`src/rtl/bls_pkg.sv`:
```
package bls_pkg;
  localparam int LAT_W = 4;

  typedef enum logic [1:0] {ST_IDLE, ST_LAT, ST_DATA, ST_DONE} seq_state_t;

  function automatic logic code_reserved(input logic [2:0] code);
    return !(code == 3'd2 || code == 3'd3 || code == 3'd4);
  endfunction

  function automatic logic [LAT_W-1:0] base_latency(input logic [2:0] code);
    case (code)
      3'd2:    return 4'd2;
      3'd4:    return 4'd4;
      default: return 4'd3;
    endcase
  endfunction

  function automatic logic [LAT_W-1:0] access_latency(input logic [LAT_W-1:0] base,
                                                      input logic fixed);
    return fixed ? (base << 1) : base;
  endfunction
endpackage

```
`src/rtl/bls_cfg_decode.sv`:
```
module bls_cfg_decode
  import bls_pkg::*;
#(
  parameter int CFG_W    = 16,
  parameter int LAT_LSB  = 11,
  parameter int MODE_BIT = 14
) (
  input  logic [CFG_W-1:0] cfg_word,
  output logic [LAT_W-1:0] lat_cycles,
  output logic             fixed_mode,
  output logic             code_bad
);
  logic [2:0] lat_code;
  logic       unused_cfg;

  assign lat_code   = cfg_word[LAT_LSB +: 3];
  assign fixed_mode = cfg_word[MODE_BIT];
  assign code_bad   = code_reserved(lat_code);
  assign lat_cycles = access_latency(base_latency(lat_code), fixed_mode);
  assign unused_cfg = ^cfg_word;
endmodule

```
`src/rtl/bls_lat_counter.sv`:
```
module bls_lat_counter #(
  parameter int W = 4
) (
  input  logic         clk,
  input  logic         rst_n,
  input  logic         load,
  input  logic [W-1:0] load_val,
  input  logic         run,
  output logic         expire
);
  logic [W-1:0] cnt_q;

  always_ff @(posedge clk) begin
    if (!rst_n)                 cnt_q <= '0;
    else if (load)              cnt_q <= load_val;
    else if (run && cnt_q != 0) cnt_q <= cnt_q - 1'b1;
  end

  assign expire = run && (cnt_q == W'(1));


  load_capture_chk: assert property (@(posedge clk) disable iff (!rst_n)
    load |=> (cnt_q == $past(load_val)));


  nonzero_load_chk: assert property (@(posedge clk) disable iff (!rst_n)
    load |-> (load_val != '0));
endmodule

```
`src/rtl/bls_beat_tracker.sv`:
```
module bls_beat_tracker #(
  parameter int BURST_LEN = 4,
  localparam int IDX_W = (BURST_LEN > 1) ? $clog2(BURST_LEN) : 1
) (
  input  logic             clk,
  input  logic             rst_n,
  input  logic             clear,
  input  logic             step,
  output logic [IDX_W-1:0] idx,
  output logic             last
);
  logic [IDX_W-1:0] idx_q;

  always_ff @(posedge clk) begin
    if (!rst_n || clear) idx_q <= '0;
    else if (step)       idx_q <= last ? '0 : idx_q + 1'b1;
  end

  assign idx  = idx_q;
  assign last = (idx_q == IDX_W'(BURST_LEN - 1));


  idx_wrap_chk: assert property (@(posedge clk) disable iff (!rst_n)
    (step && last && !clear) |=> (idx_q == '0));


  idx_advance_chk: assert property (@(posedge clk) disable iff (!rst_n)
    (step && !last && !clear) |=> (idx_q == $past(idx_q) + 1'b1));
endmodule

```
`src/rtl/burst_latency_seq.sv`:
```
module burst_latency_seq
  import bls_pkg::*;
#(
  parameter int CFG_W     = 16,
  parameter int LAT_LSB   = 11,
  parameter int MODE_BIT  = 14,
  parameter int BURST_LEN = 4,
  localparam int IDX_W = (BURST_LEN > 1) ? $clog2(BURST_LEN) : 1
) (
  input  logic             clk,
  input  logic             rst_n,
  input  logic [CFG_W-1:0] cfg_word,
  input  logic             req_valid,
  output logic             req_ready,
  output logic             adv_o,
  input  logic             wait_i,
  output logic             beat_valid,
  output logic [IDX_W-1:0] beat_idx,
  output logic             burst_done,
  output logic             cfg_err
);
  seq_state_t       state_q, state_d;
  logic             fixed_q, err_q;
  logic [LAT_W-1:0] dec_lat;
  logic             dec_fixed, dec_bad;
  logic             start, lat_expire, beat_take, last_beat, in_lat, in_data;

  bls_cfg_decode #(.CFG_W(CFG_W), .LAT_LSB(LAT_LSB), .MODE_BIT(MODE_BIT)) u_dec (
    .cfg_word  (cfg_word),
    .lat_cycles(dec_lat),
    .fixed_mode(dec_fixed),
    .code_bad  (dec_bad)
  );

  assign req_ready = (state_q == ST_IDLE);
  assign start     = req_valid && req_ready;
  assign in_lat    = (state_q == ST_LAT);
  assign in_data   = (state_q == ST_DATA);
  assign beat_take = in_data && (fixed_q || !wait_i);

  bls_lat_counter #(.W(LAT_W)) u_cnt (
    .clk     (clk),
    .rst_n   (rst_n),
    .load    (start),
    .load_val(dec_lat),
    .run     (in_lat),
    .expire  (lat_expire)
  );

  bls_beat_tracker #(.BURST_LEN(BURST_LEN)) u_beat (
    .clk  (clk),
    .rst_n(rst_n),
    .clear(start),
    .step (beat_take),
    .idx  (beat_idx),
    .last (last_beat)
  );

  always_comb begin
    state_d = state_q;
    case (state_q)
      ST_IDLE: if (start)                  state_d = ST_LAT;
      ST_LAT:  if (lat_expire)             state_d = ST_DATA;
      ST_DATA: if (beat_take && last_beat) state_d = ST_DONE;
      default:                             state_d = ST_IDLE;
    endcase
  end

  always_ff @(posedge clk) begin
    if (!rst_n) begin
      state_q <= ST_IDLE;
      fixed_q <= 1'b0;
      err_q   <= 1'b0;
    end else begin
      state_q <= state_d;
      if (start) begin
        fixed_q <= dec_fixed;
        err_q   <= err_q | dec_bad;
      end
    end
  end

  assign adv_o      = start;
  assign beat_valid = beat_take;
  assign burst_done = (state_q == ST_DONE);
  assign cfg_err    = err_q;


  busy_after_accept_chk: assert property (@(posedge clk) disable iff (!rst_n)
    adv_o |=> !req_ready);


  done_after_last_chk: assert property (@(posedge clk) disable iff (!rst_n)
    (beat_valid && last_beat) |=> burst_done);


  done_single_chk: assert property (@(posedge clk) disable iff (!rst_n)
    burst_done |=> (!burst_done && req_ready));


  err_sticky_chk: assert property (@(posedge clk) disable iff (!rst_n)
    cfg_err |=> cfg_err);


  err_source_chk: assert property (@(posedge clk) disable iff (!rst_n)
    $rose(cfg_err) |-> $past(adv_o));
endmodule

```
`config.mk`:
```
export PLATFORM = sky130hd
export DESIGN_NAME = burst_latency_seq
export DESIGN_NICKNAME = d
export VERILOG_FILES = /design/src/rtl/bls_pkg.sv /design/src/rtl/bls_cfg_decode.sv /design/src/rtl/bls_lat_counter.sv /design/src/rtl/bls_beat_tracker.sv /design/src/rtl/burst_latency_seq.sv
export SDC_FILE = /design/constraint.sdc
export NUM_CORES = 1
export LEC_CHECK = 0
export ABC_AREA = 0
export CORE_MARGIN = 2
export CORE_UTILIZATION = 43
export DETAILED_ROUTE_END_ITERATION = 12
export PLACE_DENSITY = 0.77
export SLEW_MARGIN = 5
export SYNTH_ARGS = -nofsm -noshare
export SYNTH_HDL_FRONTEND = slang
export SYNTH_HIERARCHICAL = 1
export SYNTH_SLANG_ARGS = --single-unit
```
`constraint.sdc`:
```
create_clock -name clk -period 2.35 [get_ports clk]
set_input_delay 0.47 -clock clk [delete_from_list [all_inputs] [get_ports clk]]
set_output_delay 0.47 -clock clk [all_outputs]
set_load 0.02 [all_outputs]
```
======== Word level (Yosys, flattened, before mapping) ========
Index checks and enable logic that the tools add are counted.
storage, ports and cells
  register bits after elaboration ......... 10
  bits of input ports ..................... 20
  output and inout bits ................... 7
  logic and storage cells ................. 44
operators by class
  $add $sub $neg .......................... 2
  equal/unequal tests ..................... 11
  mux-type cells .......................... 9
  bitwise operators ....................... 1
  reduce and logical (&&, ||, !) cells .... 16
operators with widths
  kind                   number
  $mux W4                3
  $mux W2                4
  $eq A2 B2 Y1 const B   3
  $eq A3 B2 Y1 const B   2
  $pmux W2 S3            1
  $pmux W3 S2            1
  $logic_and A1 B1 Y1    5
  $eq A4 B1 Y1 const B   1
  $logic_or A1 B1 Y1     4
  $ne A2 B1 Y1 const B   2
  $reduce_bool A4 Y1     1
  $sub A4 B1 Y4 const B  1
  $eq A3 B3 Y1 const B   1
  $logic_not A1 Y1       3
  $reduce_and A3 Y1      1
  $add A2 B1 Y2 const B  1
  $eq A2 B1 Y1 const B   1
  $logic_not A2 Y1       1
  $ne A2 B2 Y1 const B   1
  $reduce_bool A2 Y1     1
  $or A1 B1 Y1           1

======== Depth between registers and ports, before layout ========
Gate-level depths: netlist of run 1.
  depth after elaboration ................. 6
  gate-level depth with buffers ........... 6
  depth with buffers taken out ............ 6

======== Cells and area by module ========
Netlist of run 1, hierarchy kept.
by module, submodules not included
  module             instances  cells each  area each (um2)  sequential area each (um2)
  burst_latency_seq  1          29          302.8            80.1
  bls_lat_counter    1          32          265.3            80.1
  bls_beat_tracker   1          9           96.3             40.0
  bls_cfg_decode     1          12          82.6             0.0

======== Worst setup path after synthesis of run 1 ========
No wires, ideal clock.
  path type ............................... register -> register
  start ................................... register state_q[1]
  end ..................................... register state_q[0]
  library setup time ...................... 0.115 ns
  arrival time ............................ 1.568 ns
  data required time ...................... 2.235 ns
  path slack .............................. 0.667 ns
  cell stages (with the launch flop) ...... 7
  path buffers ............................ 0
  cells stage by stage .................... dfxtp_1 -> inv_1 -> ha_1 -> nor4bb_1 -> o22ai_4 -> o21a_1 -> o21a_1
RTL lines
  element                             line                     text
  start, declared                     burst_latency_seq.sv:22  seq_state_t state_q, state_d;
  start signal, assigned              burst_latency_seq.sv:75  state_q <= state_d;
  $eq A2 B1 Y1                        burst_latency_seq.sv:37  assign in_lat = (state_q == ST_LAT);
  named net in_lat                    burst_latency_seq.sv:26  logic start, lat_expire, beat_take, last_beat, in_lat, in_data;
  $logic_and A1 B1 Y1                 bls_lat_counter.sv:19    assign expire = run && (cnt_q == W'(1));
  named net lat_expire                burst_latency_seq.sv:26
  $ne A2 B2 Y1 (no source line)       --
  $reduce_and A3 Y1 (no source line)  --
The timed path passes the listed nets, and every way through them passes these cells.
A chain may end at the register's enable or synchronous reset.

======== Worst setup path in the final report of run 1 ========
  start ................................... input port wait_i
  end ..................................... output port beat_valid
between the ends
  longest elaborated chain between the ends .. 3
RTL lines
  element              line                     text
  start, declared      burst_latency_seq.sv:16  input logic wait_i,
  $logic_not A1 Y1     burst_latency_seq.sv:39  assign beat_take = in_data && (fixed_q || !wait_i);
  $logic_or A1 B1 Y1   burst_latency_seq.sv:39
  $logic_and A1 B1 Y1  burst_latency_seq.sv:39
  end, declared        burst_latency_seq.sv:17  output logic beat_valid,
No other way between the ends.

==> results of run 1 <==
-- registers in the layout, indices dropped and copies added (netlist names) --
register,cells
u_cnt/cnt_q,4
state_q,2
u_beat/idx,2
cfg_err,1
fixed_q,1
-- report_power, final --
group / switching (mW) / leakage [nW] / internal, mW / total, mW
Sequential: 0.0459 / 0.0822 / 0.216 / 0.262
Clock: 0.0578 / 0.0138 / 0.0592 / 0.117
Combinational: 0.256 / 0.291 / 0.245 / 0.501
Total: 0.360 / 0.387 / 0.520 / 0.880
-- cell families (layout without fill, tap and decap cells) --
| group | after synthesis | in the layout | synth area share (%) |
|---|---|---|---|
| compound gates | 16 | 16 | 18.6 |
| flops | 10 | 10 | 26.8 |
| simple gates | 32 | 32 | 28.8 |
| buf+inv | 11 | 30 | 6.03 |
| xor+xnor | 2 | 2 | 2.35 |
| fa+ha+maj | 8 | 8 | 13.4 |
| mux | 3 | 3 | 4.02 |
-- area by class of cell --
type	count	area [sq um]
clock buffers	3	22.5
fillers	154	724
multi-input cells	61	502
flip-flops and latches	10	200
inverters	10	37.5
repair buffers	17	163
well taps	17	21.3
-- tightest hold or removal path, delay by kind of cell, from the launching register on --
kind | cells | cell delay [ns]
AO/OA/AOI/OAI | 1 | 0.04
flip-flops | 1 | 0.33
AND/OR/NAND/NOR | 1 | 0.10
-- per-layer routing --
metal  routed length (um)  part of all wire [%]  track usage (%)
met1                  621                    46             18.0
met2                  689                    51             28.2
met3                   28                   2.1             5.95
met4                   14                   1.0             3.53
met5                    0                     0                0
-- worst paths after layout --
kind / start / cells past startpoint / to / slack (ns)
setup / recovery: wait_i / 4 / beat_valid / 0.09
hold / removal: cfg_err$_SDFFE_PN0P_ / 2 / cfg_err$_SDFFE_PN0P_ / 0.51
setup reg to reg: state_q[0]$_SDFFE_PN0P_ / 5 / state_q[0]$_SDFFE_PN0P_ / 0.45
hold reg to reg: cfg_err$_SDFFE_PN0P_ / 2 / cfg_err$_SDFFE_PN0P_ / 0.51
-- cell usage after synthesis (all sizes together) (2+ instances only) --
library cell,n,area [sq um]
inv,10,37.5
o21ai,2,10.0
nand2,3,11.3
dfxtp,10,200
nand2b,3,26.3
nor2,6,22.5
a2111o,2,22.5
a21oi,5,28.8
ha,8,100
o21a,2,15.0
nand4,2,12.5
or3b,2,20.0
and2,3,21.3
nor2b,3,18.8
mux2i,3,30.0
xor2,2,17.5
nand3,4,20.0
-- through the flow --
step / cells / utilization, %
6_report: 118 / 56.6
3_3_place_gp: 115 / 55.3
4_1_cts: 118 / 56.6
2_1_floorplan: 82 / -
5_1_grt: 118 / 56.6
3_5_place_dp: 115 / 55.3
==> results.json, run 1 <==
{
  "worstSetupStartpointType": "primary input",
  "floorplan.die_area_sq_mm": 0.00209,
  "clock_tree_from_tritoncts": "built",
  "fin_skew_ns": 0.00433,
  "detail_route.first_pass.iterations": 4,
  "portBuffers": 14,
  "syn_to_final_growth_pct": 26.6,
  "period_minus_slack_ns": 2.26,
  "layout.nets": 131,
  "clk_pin_slew_worst_paths_ns": 0.06,
  "setup_repair_after_global_routing_missed_its_margin": "false",
  "most_common_cell_after_layout_fill_and_taps_aside": "sky130_fd_sc_hd__clkdlybuf4s50_1",
  "grt_max_degree": 12,
  "number_of_vias_per_cell": 5.29,
  "final_area_sq_um": 946,
  "preCtsSetupSlack_ns": 0.0762,
  "setup_violations": 0,
  "critical_path.endpoint_type": "output port",
  "syn-cell-area_sq_um": 747,
  "boundaryPins": 27,
  "setup_slack_ns": 0.0899,
  "ctsHoldBuffers": 0,
  "yosys_warnings": 6,
  "syn-num-nets": 110,
  "path_common_cell": "sky130_fd_sc_hd__clkdlybuf4s50_1",
  "global_route_wire_length_before_repair_mm": 2.42,
  "mostFrequentLayoutCells": "14 x sky130_fd_sc_hd__clkdlybuf4s50_1, 10 x sky130_fd_sc_hd__dfxtp_1, 9 x sky130_fd_sc_hd__inv_1, 8 x sky130_fd_sc_hd__ha_1, 6 x sky130_fd_sc_hd__nor2_1",
  "ys_seq_area_share_pct": 26.8,
  "drc": 0,
  "critical_path.top_delay_family": "buffers and inverters",
  "timing.final.crit_share_pct": 96.2,
  "synthFlopType": "sky130_fd_sc_hd__dfxtp_1",
  "number_of_enable_flip_flop_cells_after_synthesis": 0,
  "synth.ff_latch_count": 10,
  "detailed_place_hpwl_mm": 1.12,
  "fp-row-count": 15,
  "wl_per_cell_um": 11.5,
  "totalWireLength_mm": 1.36,
  "drive_above_1_share_pct": 16.8,
  "die_width_um": 45.7,
  "path_cells": "clkdlybuf4s50_1 -> nand2b_4 -> and2_2 -> clkdlybuf4s50_1",
  "maxSlewHeadroom_pct": 64.0,
  "overflow": 0,
  "min-delay-path-class": "flop to flop",
  "drtAntennaViolNets": 0,
  "grt_antenna_before_repair": 0,
  "initial_core_util_pct": 44.7,
  "path_class": "primary input to output port",
  "setup_tns_final_ns": 0,
  "synth_cells": 82,
  "core_region_area_sq_mm": 0.00167,
  "finalPower_mw": 0.880,
  "power_density_mw_per_mm2": 930,
  "timing.critical_path.arrival_ns": 1.79,
  "first_global_vias": 586,
  "crit_slowest_cell": "sky130_fd_sc_hd__clkdlybuf4s50_1",
  "max_freq_ghz": 0.442,
  "run_status": "finished, final reports clean",
  "worstPathMaxFanout": 4,
  "slew_viol_final": 0,
  "worst-slew-pin-transition_ns": 0.532,
  "vias": 624,
  "clock_tree.root_cell": "sky130_fd_sc_hd__clkbuf_4",
  "postSynthAreaPerCell_sq_um": 9.11,
  "worstSkewPairLatency_ns": 0.27,
  "post_cts.repair.setup_buffers": 0,
  "synth-async-reset-ratio_pct": 0,
  "final_antenna_diode_count": 0,
  "gr-usage-all-layers_pct": 15.9,
  "timing.final.hold_violations": 0,
  "dpl-instance-area_sq_um": 923,
  "cp_data_required_time_ns": 1.88,
  "worst-path-buf-inv": 2,
  "clock_sinks": 10,
  "cts-root-to-sink-buffers": 2,
  "cap_violations": 0,
  "routabilityCongestion": 0.753,
  "cpPeakStageDelay_ns": 0.54,
  "synth.distinct_cells": 35,
  "peakVddDrop_v": 0.000551,
  "final_hold_slack_ns": 0.507,
  "power.leakage_nw": 0.387,
  "drt_initial_violations": 5,
  "ctsResizeCount": 0,
  "cts_h_tree_depth": 1,
  "cts-buffers-inserted": 3,
  "fp.dieH_um": 45.7
}
(Power assumes the default switching activity.)
==> run 2, diff against run 1 <==
CAP_MARGIN = 20   (was unset)
==> results of run 2 <==
No change in the layout: final DEF, timing and power equal those of run 1.
